[src/rtl/irq_pkg.sv]
package irq_pkg;

    localparam int RATE_W = 4;
    localparam int PCNT_W = 13;

    typedef struct packed {
        logic pfail;
        logic alarm;
        logic per;
        logic wdog;
    } flag_vec_t;

    typedef struct packed {
        logic              pfail_en;
        logic              alarm_en;
        logic              per_en;
        logic [RATE_W-1:0] rate;
    } ien_reg_t;

    // number of timebase ticks per periodic event; 0 means source off
    function automatic logic [PCNT_W-1:0] period_ticks(input logic [RATE_W-1:0] code);
        logic [PCNT_W-1:0] p;
        case (code)
            4'd0:    p = '0;
            4'd1:    p = PCNT_W'(32);
            4'd2:    p = PCNT_W'(64);
            default: p = PCNT_W'(1) << (code - 4'd3);
        endcase
        return p;
    endfunction

endpackage

[src/rtl/irq_rate_div.sv]
module irq_rate_div
    import irq_pkg::*;
(
    input  logic              clk,
    input  logic              rst_n,
    input  logic              tick_i,
    input  logic [RATE_W-1:0] rate_i,
    input  logic              restart_i,
    output logic              pulse_o
);
    typedef struct packed {
        logic [PCNT_W-1:0] cnt;
        logic              pulse;
    } div_st_t;

    div_st_t st_d, st_q;
    logic [PCNT_W-1:0] period;

    always_comb begin
        period   = period_ticks(rate_i);
        st_d     = st_q;
        st_d.pulse = 1'b0;
        if (restart_i || period == '0) begin
            st_d.cnt = '0;
        end else if (tick_i) begin
            if (st_q.cnt == period - PCNT_W'(1)) begin
                st_d.cnt   = '0;
                st_d.pulse = 1'b1;
            end else begin
                st_d.cnt = st_q.cnt + PCNT_W'(1);
            end
        end
    end

    always_ff @(posedge clk or negedge rst_n) begin
        if (!rst_n) st_q <= '0;
        else        st_q <= st_d;
    end

    assign pulse_o = st_q.pulse;
endmodule

[src/rtl/irq_clr_qual.sv]
module irq_clr_qual #(
    parameter int ADDR_W    = 4,
    parameter int FLAG_ADDR = 0,
    parameter int HOLD_CYC  = 5
) (
    input  logic              clk,
    input  logic              rst_n,
    input  logic [ADDR_W-1:0] addr_i,
    input  logic              rd_i,
    output logic              clr_o
);
    localparam int HW = (HOLD_CYC < 2) ? 1 : $clog2(HOLD_CYC);
    localparam logic [HW-1:0] SAT = HW'(HOLD_CYC - 1);

    typedef struct packed {
        logic [HW-1:0] age;
    } qual_st_t;

    qual_st_t st_d, st_q;
    logic     at_flag;

    always_comb begin
        at_flag = (addr_i == ADDR_W'(FLAG_ADDR));
        st_d    = st_q;
        if (!at_flag)          st_d.age = '0;
        else if (st_q.age != SAT) st_d.age = st_q.age + HW'(1);
        clr_o = at_flag && rd_i && (st_q.age == SAT);
    end

    always_ff @(posedge clk or negedge rst_n) begin
        if (!rst_n) st_q <= '0;
        else        st_q <= st_d;
    end
endmodule

[src/rtl/irq_flag_bank.sv]
module irq_flag_bank
    import irq_pkg::*;
(
    input  logic      clk,
    input  logic      rst_n,
    input  flag_vec_t evt_i,
    input  logic      clr_i,
    input  logic      ien_wr_i,
    input  ien_reg_t  ien_wdata_i,
    output flag_vec_t flags_o,
    output ien_reg_t  ien_o,
    output logic      irq_o
);
    typedef struct packed {
        flag_vec_t flags;
        ien_reg_t  ien;
    } bank_st_t;

    bank_st_t st_d, st_q;

    always_comb begin
        st_d = st_q;
        // set has priority over clear so no event is lost
        st_d.flags = (clr_i ? flag_vec_t'('0) : st_q.flags) | evt_i;
        if (ien_wr_i) st_d.ien = ien_wdata_i;
    end

    always_ff @(posedge clk or negedge rst_n) begin
        if (!rst_n) st_q <= '0;
        else        st_q <= st_d;
    end

    assign flags_o = st_q.flags;
    assign ien_o   = st_q.ien;
    assign irq_o   = st_q.flags.wdog
                   | (st_q.flags.per   & st_q.ien.per_en)
                   | (st_q.flags.alarm & st_q.ien.alarm_en)
                   | (st_q.flags.pfail & st_q.ien.pfail_en);
endmodule

[src/rtl/irq_flag_ctrl.sv]
module irq_flag_ctrl
    import irq_pkg::*;
#(
    parameter int ADDR_W    = 4,
    parameter int FLAG_ADDR = 0,
    parameter int IEN_ADDR  = 1,
    parameter int HOLD_CYC  = 5
) (
    input  logic              clk,
    input  logic              rst_n,
    input  logic              tick_i,
    input  logic              wdog_evt_i,
    input  logic              alarm_evt_i,
    input  logic              pfail_evt_i,
    input  logic [ADDR_W-1:0] addr_i,
    input  logic              rd_i,
    input  logic              wr_i,
    input  logic [7:0]        wdata_i,
    output logic [7:0]        flags_o,
    output logic [7:0]        enables_o,
    output logic              irq_drive_low_o
);
    logic      per_pulse, clr, ien_wr;
    flag_vec_t evt, flags;
    ien_reg_t  ien, ien_wdata;

    assign ien_wr    = wr_i && (addr_i == ADDR_W'(IEN_ADDR));
    assign ien_wdata = ien_reg_t'(wdata_i[6:0]);
    assign evt       = '{pfail: pfail_evt_i, alarm: alarm_evt_i,
                         per: per_pulse, wdog: wdog_evt_i};

    irq_rate_div u_div (
        .clk(clk), .rst_n(rst_n), .tick_i(tick_i),
        .rate_i(ien.rate), .restart_i(ien_wr), .pulse_o(per_pulse)
    );

    irq_clr_qual #(.ADDR_W(ADDR_W), .FLAG_ADDR(FLAG_ADDR), .HOLD_CYC(HOLD_CYC)) u_qual (
        .clk(clk), .rst_n(rst_n), .addr_i(addr_i), .rd_i(rd_i), .clr_o(clr)
    );

    irq_flag_bank u_bank (
        .clk(clk), .rst_n(rst_n), .evt_i(evt), .clr_i(clr),
        .ien_wr_i(ien_wr), .ien_wdata_i(ien_wdata),
        .flags_o(flags), .ien_o(ien), .irq_o(irq_drive_low_o)
    );

    assign flags_o   = {4'b0000, flags};
    assign enables_o = {1'b0, ien};
endmodule

[config.mk]
export PLATFORM = sky130hd
export DESIGN_NAME = irq_flag_ctrl
export DESIGN_NICKNAME = d
export VERILOG_FILES = /design/src/rtl/irq_pkg.sv /design/src/rtl/irq_rate_div.sv /design/src/rtl/irq_clr_qual.sv /design/src/rtl/irq_flag_bank.sv /design/src/rtl/irq_flag_ctrl.sv
export SDC_FILE = /design/constraint.sdc
export NUM_CORES = 1
export LEC_CHECK = 0
export BUFFER_PORTS_ARGS = -buffer_cell sky130_fd_sc_hd__buf_2
export CAP_MARGIN = 25
export CORE_ASPECT_RATIO = 1.4
export CORE_UTILIZATION = 49
export CTS_CLUSTER_SIZE = 24
export DETAILED_ROUTE_END_ITERATION = 6
export PLACE_DENSITY = 0.84
export SLEW_MARGIN = 20
export SYNTH_ARGS = -nofsm -noshare
export SYNTH_HDL_FRONTEND = slang
export SYNTH_SLANG_ARGS = --single-unit
[constraint.sdc]
create_clock -name clk -period 4.37 [get_ports clk]
set_input_delay 0.874 -clock clk [delete_from_list [all_inputs] [get_ports clk]]
set_output_delay 0.874 -clock clk [all_outputs]
set_load 0.1 [all_outputs]
### After elaboration in Yosys (flattened, before gate mapping)

Index checks and enable logic that the tools add are counted.

* shifts and indexed selects: 1
* add/subtract/negate cells: 4
* muxes and demuxes: 9
* bitwise gates (word level): 7
* equal/unequal tests: 7
* reductions and logical operators: 8

Operators by type and width (number)
* case mux 13 bit (3 select lines): 1
* two-way mux 13 bit: 2
* two-way mux 14 bit: 1
* adder 13 x 1 -> 13 bit (second input constant): 1
* equality test 13 bit: 1
* zero test 13 bit: 1
* << shifter 1 x 4 -> 13 bit (first input constant): 1
* subtractor 13 x 1 -> 13 bit (second input constant): 1
* equality test 4 x 1 -> 1 bit (second input constant): 2
* zero test 4 bit: 2
* two-way mux 3 bit: 2
* equality test 4 x 2 -> 1 bit (second input constant): 1
* two-way mux 4 bit: 1
* OR 4 bit: 1
* subtractor 4 x 2 -> 4 bit (second input constant): 1
* adder 3 x 1 -> 3 bit (second input constant): 1
* AND 1 bit: 3
* equality test 3 bit (second input constant): 1
* logical AND 1 bit: 3
* inequality test 3 bit (second input constant): 1
* OR 1 bit: 3
* two-way mux 1 bit: 2
* inequality test 2 bit (second input constant): 1
* nonzero test 2 bit: 1
* logical OR 1 bit: 1

* input port bits: 20
* register bits: 28
* output and inout bits: 17
* logic and storage cells: 47

### Depth between registers and ports, before layout

Gate-level depths: netlist (run 1).

* depth in word-level cells: 8
* depth in mapped cells: 15
* mapped depth without buffers: 10

### By module

Synthesis (run 1) repeated with hierarchy kept, for this count alone.

* cells, all modules: 246
* area total of the unflattened synthesis: 2329.7 um^2

Modules (own cells, without submodules)
* irq_rate_div: cells an instance 192, times used 1, sequential area each 350.3 um^2, area an instance 1642.8 um^2
* irq_flag_bank: cells an instance 27, times used 1, sequential area each 275.3 um^2, area an instance 441.7 um^2
* irq_clr_qual: cells an instance 19, times used 1, sequential area each 75.1 um^2, area an instance 187.7 um^2
* irq_flag_ctrl: cells an instance 8, times used 1, sequential area each 0.0 um^2, area an instance 57.6 um^2

### Least setup slack after synthesis (run 1)

OpenSTA, ideal clock, no wires.

* kind: register to register
* start: register u_bank.st_q (netlist bit u_bank.ien_o[2])
* end: register u_div.st_q[6] (netlist bit)
* stages on the path, launching flop included: 16
* buffers on the path: 5
* slack: 0.788 ns
* required time: 4.244 ns
* data arrival time: 3.456 ns
* library setup time: 0.126 ns
* period minus slack after synthesis: 3.582 ns
* cell sequence: dfrtp_1 buf_4 buf_2 nor2_1 nand3_1 ha_1 buf_2 or3b_1 a21oi_1 o21ai_0 a221oi_1 and4_1 buf_6 buf_12 nor4_1 a221o_1

* longest elaborated chain between the ends: 8
* elaborated cells between the ends (all ways): 14
* those cells by class: add/sub: 2; eq/ne: 3; shift: 1; mux: 4; reduce/logical: 4

RTL lines
* start, declared: RTL line irq_flag_bank.sv:19 `bank_st_t st_d, st_q;`
* start signal, assigned: RTL line irq_flag_bank.sv:30 `else st_q <= st_d;`
* subtractor 4 x 2 -> 4 bit: RTL line irq_pkg.sv:27 `default: p = PCNT_W'(1) << (code - 4'd3);`
* << shifter 1 x 4 -> 13 bit: RTL line irq_pkg.sv:27
* case mux 13 bit (3 select lines) (*): RTL line irq_pkg.sv:23 `case (code)`
* subtractor 13 x 1 -> 13 bit: RTL line irq_rate_div.sv:26 `if (st_q.cnt == period - PCNT_W'(1)) begin`
* equality test 13 bit: RTL line irq_rate_div.sv:26
* two-way mux 13 bit: RTL line irq_rate_div.sv:26
* two-way mux 14 bit: RTL line irq_rate_div.sv:25 `end else if (tick_i) begin`
* two-way mux 13 bit: RTL line irq_rate_div.sv:23 `if (restart_i || period == '0) begin`
* end signal, assigned: RTL line irq_rate_div.sv:37 `else st_q <= st_d;`
* end, declared: RTL line irq_rate_div.sv:16 `div_st_t st_d, st_q;`

Mark *: on every way between the ends. The rest lies on a longest branch, timed or not. The select of a mux whose other input is x is not followed.
A chain may end at the register's enable or synchronous reset.

### Worst setup path after layout (run 1)

* start: register u_bank.st_q (netlist bit u_bank.ien_o[3])
* end: register u_div.st_q[4] (netlist bit)

Same word-level chain as after synthesis.

==> reports/qor.csv, run 1 <==
metric;value;unit
post_cts resized;0;
Synth Register Bits;28;
top_reg_cell synth;dfrtp_1;
Slowest Stage Delay on Critical Path;0.77;ns
synthesized instance count;222;
antenna-violating nets left;0;
TritonCTS clock tree;built;
Via-to-Cell Ratio;6.40;
share of the yosys chip area belonging to registers;34.8;%
largest net degree at the start of global routing;29;
critical path type;reg -> reg;
CP Cell Sequence;nor2_1 -> nand3_1 -> ha_1 -> nand4bb_1 -> a21boi_1 -> or3_1 -> a2111oi_4 -> and4_1 -> nor2_2 -> a221o_1;
Cell Area, Synth;2010;um^2
worst r2r src;u_bank.ien_o[3];
final net count;268;
H-tree depth;1;
Post-synth EDFFs;0;
critical path endpoint category;flip-flop;
slew margin rel.;56.6;%
Sequential Power Share;35.3;%
final hold vios;0;
asr flop ratio synth;100;%
HP Class;reg -> reg;
Critical-path top delay cell;dfrtp_1;
row count;27;
Clock Tree Buf Depth;2;
final setup fails;0;
area delta synth->final;8.39;%
Avg Inst Size Synth;9.07;um^2
CP Launch Type;flip-flop;
post-CTS setup buffers;0;
commonest cells after routing, fill and taps aside;buf_2 (30), dfrtp_1 (28), nand2_1 (22);
I/O pins;37;
clk sinks;28;
actual slew at the worst max-slew pin;0.651;ns
minimum clock period;3.81;ns
Achievable Freq;262;MHz
clock-pin slew on the worst setup and hold paths;0.10;ns
Synth area leaders;dfrtp_1 (35%), nand2_1 (4.1%), mux2_2 (3.9%), a22o_1 (3.0%), nor2b_1 (2.8%);
clock power share;20.3;%
Final period util;87.3;%
Internal Power;556;uW
dpl hpwl;3080;um
CTS root buffer;clkbuf_8;
vias in the first global route;1640;
GRT overflow;0;
power density cells;463;nW/um^2
layout cell share with drive strength beyond 1;21.0;%
Worst R2R Path Depth;10;
MaxCap Viol Count;0;
gpl congestion;0.850;
CTS Buf Count;3;
Unique masters post-synth;56;
final instance area;2180;um^2
status;finished clean;
WL per Instance;15.5;um
drt total wl;4430;um
top-area cell type share of the netlist area;34.8;%
Peak VDD IR;0.386;mV
first-pass GRT wire length;7530;um
clk_lat worst skew;0.28;ns
IO buf count;30;
CP arrival;3.98;ns
Logic pwr share;44.4;%
switch share;44.9;%
Initial Util;51.4;%
P_leak;0.965;nW
Total Power;1.01;mW
reg2reg end;u_div.st_q[4];
Critical Path Start;u_bank.ien_o[3];
GRT Total Usage;21.5;%
DIE HEIGHT;77.8;um
via count;1829;
P_sw;454;uW
DP Area;2110;um^2
Worst Setup EP;u_div.st_q[4];
Die Wd;56.2;um
RSZ-0062 raised after global routing;no;
leading cell type in the layout, fill and taps excluded;buf_2;
hold_buf cts;0;
Req. time, crit path;4.54;ns
# diodes;0;
most area-hungry cell type in the Yosys netlist;dfrtp_1;
Core Area;3920;um^2
setup slack, reg-to-reg;0.56;ns
Final Slew Violations;0;
Crit Path Max Fanout;24;
drt drc;0;
clock skew;0.00170;ns
setup_tns;0;ns
DRT Pass-1 Iters;4;
yosys warns;0;
antenna violations before repair;0;
Detailed Route Iter0 Violations;106;
Die ar.;4370;um^2
[metrics by stage]
step | instances | util (%) | hold WS, ns | setup WS, ns
floorplan | 226 | - | 0.404 | 0.788
global placement | 282 | 53.9 | 0.415 | 0.744
detailed placement | 282 | 53.9 | 0.425 | 0.714
CTS | 286 | 55.7 | 0.448 | 0.638
global route | 286 | 55.7 | 0.478 | 0.294
finish | 286 | 55.7 | 0.442 | 0.556
[metal layers]
| metal | vias up | track usage, % | part of all wire, % |
|---|---|---|---|
| met5 | - | 0 | 0 |
| met4 | 0 | 10.5 | 2.8 |
| met3 | 15 | 2.17 | 3.7 |
| met2 | 69 | 38.0 | 53 |
| met1 | 898 | 25.6 | 40 |
| li1 | 847 | - | - |
[area by class of cell]
type,count,area (um^2)
repair buffers,32,165
inverters,5,18.8
well taps,43,53.8
fillers,359,1740
clock inverters,1,30.0
multi-input cells,174,1170
clock buffers,3,41.3
flip-flops and latches,28,701
[worst min-delay path by stage]
stage             startpoint                end  slack [ns]  depth (start not counted)
2_1_floorplan  u_div.pulse_o  u_bank.flags_o[1]        0.40                          1
3_3_place_gp   u_div.pulse_o  u_bank.flags_o[1]        0.42                          1
3_5_place_dp   u_div.pulse_o  u_bank.flags_o[1]        0.43                          1
4_1_cts        u_div.pulse_o  u_bank.flags_o[1]        0.45                          1
5_1_grt        u_div.pulse_o  u_bank.flags_o[1]        0.48                          1
6_report       u_div.pulse_o  u_bank.flags_o[1]        0.44                          1
[cells in the mapped netlist (all sizes together), types with 5 or more instances]
cell and instances:
buf 18, dfrtp 28, xor2 5, nor3 6, nand3 9, a21oi 9, inv 5, nor2b 9
a21o 5, a22o 7, nor2 11, o21ai 9, o31ai 7, nand2 22, or3 7, mux2 7
nor4 5
[cell families after synthesis]
family                   share of synthesized area (%)
other                                            0.186
AO/OA/AOI/OAI                                     21.9
adder cells (fa/ha/maj)                           2.49
XOR/XNOR                                          3.92
AND/OR/NAND/NOR                                   25.0
multiplexers                                      3.92
flip-flops                                        34.8
buffers and inverters                             7.71
[power by group through the flow]
stage	clock [mW]	sequential [mW]	combinational [mW]
detailed placement	0	0.360	0.440
floorplan	0	0.439	0.289
finish	0.205	0.357	0.448
CTS	0.207	0.355	0.446
global placement	0	0.358	0.432
global route	0.220	0.363	0.482
[critical path, delay by kind of cell, from the launching register on]
family,cells,cell delay (ns)
simple gates,6,1.67
compound gates,3,0.83
flops,1,0.77
fa+ha+maj,1,0.43
[registers in the layout, indices dropped and copies added (netlist names)]
name            count
u_bank.flags_o      4
u_bank.ien_o        7
u_div.pulse_o       1
u_div.st_q         13
u_qual.st_q         3
(Power assumes the default switching activity.)
==> run 2: changes to the inputs <==
--- a/config.mk
+++ b/config.mk
@@ -11,6 +11,7 @@
 export CORE_UTILIZATION = 49
 export CTS_CLUSTER_SIZE = 24
 export DETAILED_ROUTE_END_ITERATION = 6
+export MAX_ROUTING_LAYER = met4
 export PLACE_DENSITY = 0.84
 export SLEW_MARGIN = 20
 export SYNTH_ARGS = -nofsm -noshare
==> reports/qor.csv, run 2 (same netlist as run 1, synthesis figures left out) <==
metric;value;unit;change
DIE HEIGHT;77.8;um;unchanged
pre-CTS setup slack;0.714;ns;unchanged
Worst R2R Path Depth;10;;unchanged
Critical Path Start;u_bank.ien_o[3];;
largest net degree at the start of global routing;29;;unchanged
dpl hpwl;3080;um;unchanged
minimum clock period;3.75;ns;-0.0659 ns
critical path endpoint category;flip-flop;;
WL per Instance;15.5;um;about the same
CP arrival;3.92;ns;-0.06 ns
DRT Pass-1 Iters;6;;+2
Crit Path Max Fanout;24;;unchanged
drt total wl;4430;um;about the same
final setup fails;0;;unchanged
final net count;268;;unchanged
DP Area;2110;um^2;unchanged
setup_tns;0;ns;unchanged
Peak VDD IR;0.386;mV;+0.14%
leading cell type in the layout, fill and taps excluded;buf_2;;
GRT overflow;0;;unchanged
drt drc;0;;unchanged
critical path type;reg -> reg;;
clock skew;0.00266;ns;+0.000960 ns
GRT Total Usage;22.1;%;+0.59 points
hold path start;u_div.pulse_o;;
CTS Buf Count;3;;unchanged
CTS root buffer;clkbuf_8;;
# diodes;0;;unchanged
final hold vios;0;;unchanged
vias in the first global route;1639;;-0.061%
actual slew at the worst max-slew pin;0.636;ns;-0.0151 ns
I/O pins;37;;unchanged
clock-pin slew on the worst setup and hold paths;0.10;ns;about the same
worst r2r src;u_bank.ien_o[3];;
IO buf count;30;;unchanged
reg2reg end;u_div.st_q[4];;
post_cts resized;0;;unchanged
most flop-heavy register;u_div.st_q;;
power density cells;463;nW/um^2;about the same
layout cell share with drive strength beyond 1;21.0;%;unchanged
MaxCap Viol Count;0;;unchanged
HP Class;reg -> reg;;
Die Wd;56.2;um;unchanged
final instance area;2180;um^2;unchanged
Final Slew Violations;0;;unchanged
Req. time, crit path;4.54;ns;about the same
P_leak;0.965;nW;unchanged
clk_lat worst skew;0.28;ns;about the same
Die ar.;4370;um^2;unchanged
final worst setup slack;0.622;ns;+0.0659 ns
post-CTS setup buffers;0;;unchanged
Final period util;85.8;%;-1.5 points
commonest cells after routing, fill and taps aside;buf_2 (30), dfrtp_1 (28), nand2_1 (22);;
first-pass GRT wire length;7520;um;about the same
Initial Util;51.4;%;unchanged
hold_buf cts;0;;unchanged
CP Launch Type;flip-flop;;
row count;27;;unchanged
Worst Setup EP;u_div.st_q[4];;
gpl congestion;0.863;;+1.6%
TritonCTS clock tree;built;;
status;finished clean;;
area delta synth->final;8.39;%;unchanged
antenna-violating nets left;0;;unchanged
antenna violations before repair;0;;unchanged
RSZ-0062 raised after global routing;no;;
H-tree depth;1;;unchanged
Detailed Route Iter0 Violations;130;;+23%
Achievable Freq;267;MHz;+1.8%
via count;1831;;+0.11%
Clock Tree Buf Depth;2;;unchanged
max reg flops;13;;unchanged
setup slack, reg-to-reg;0.62;ns;+0.07 ns
Core Area;3920;um^2;unchanged
slew margin rel.;56.5;%;-0.093 points
Via-to-Cell Ratio;6.40;;+0.11%
Total Power;1.01;mW;about the same
clk sinks;28;;unchanged
-- run 2: layout make-up --
type / instances / area [um^2]
Fill cell: 359 / 1740
Clock buffer: 3 / 41.3
Timing Repair Buffer: 32 / 165
Clock inverter: 1 / 30.0
Tap cell: 43 / 53.8
Sequential cell: 28 / 701
Inverter: 5 / 18.8
Multi-Input combinational cell: 174 / 1170
-- run 2: worst min-delay path by stage --
stage / end / depth (start not counted) / slack [ns]
after floorplan: u_bank.flags_o[1] / 1 / 0.40
final: u_bank.flags_o[1] / 1 / 0.44
after global placement: u_bank.flags_o[1] / 1 / 0.42
after CTS: u_bank.flags_o[1] / 1 / 0.45
after detailed placement: u_bank.flags_o[1] / 1 / 0.43
after global routing: u_bank.flags_o[1] / 1 / 0.48
-- run 2: critical path: stages, from the launching register on --
cell       delay (ns)
dfrtp_1          0.75
nor2_1           0.17
nand3_1          0.13
ha_1             0.42
nand4bb_1        0.18
a21boi_1         0.09
or3_1            0.36
a2111oi_4        0.40
and4_1           0.60
nor2_2           0.20
a221o_1          0.33
-- run 2: power by group --
| part | total (mW) | switching (mW) | internal (mW) | leakage [nW] |
|---|---|---|---|---|
| Clock | 0.206 | 0.0830 | 0.123 | 0.0357 |
| Sequential | 0.357 | 0.0687 | 0.288 | 0.356 |
| Combinational | 0.447 | 0.302 | 0.145 | 0.573 |
| Total | 1.01 | 0.454 | 0.556 | 0.965 |
-- run 2: through the flow --
step	hold slack, ns	instances	util (%)
after floorplan	0.404	226	-
after global placement	0.415	282	53.9
after detailed placement	0.425	282	53.9
after CTS	0.448	286	55.7
after global routing	0.478	286	55.7
final	0.444	286	55.7
-- run 2: per-layer routing --
layer	global-route usage, %	up-vias	routed length, um
li1	-	849	-
met1	25.9	902	1770
met2	37.4	67	2350
met3	2.33	13	203
met4	10.7	0	102
met5	-	-	0
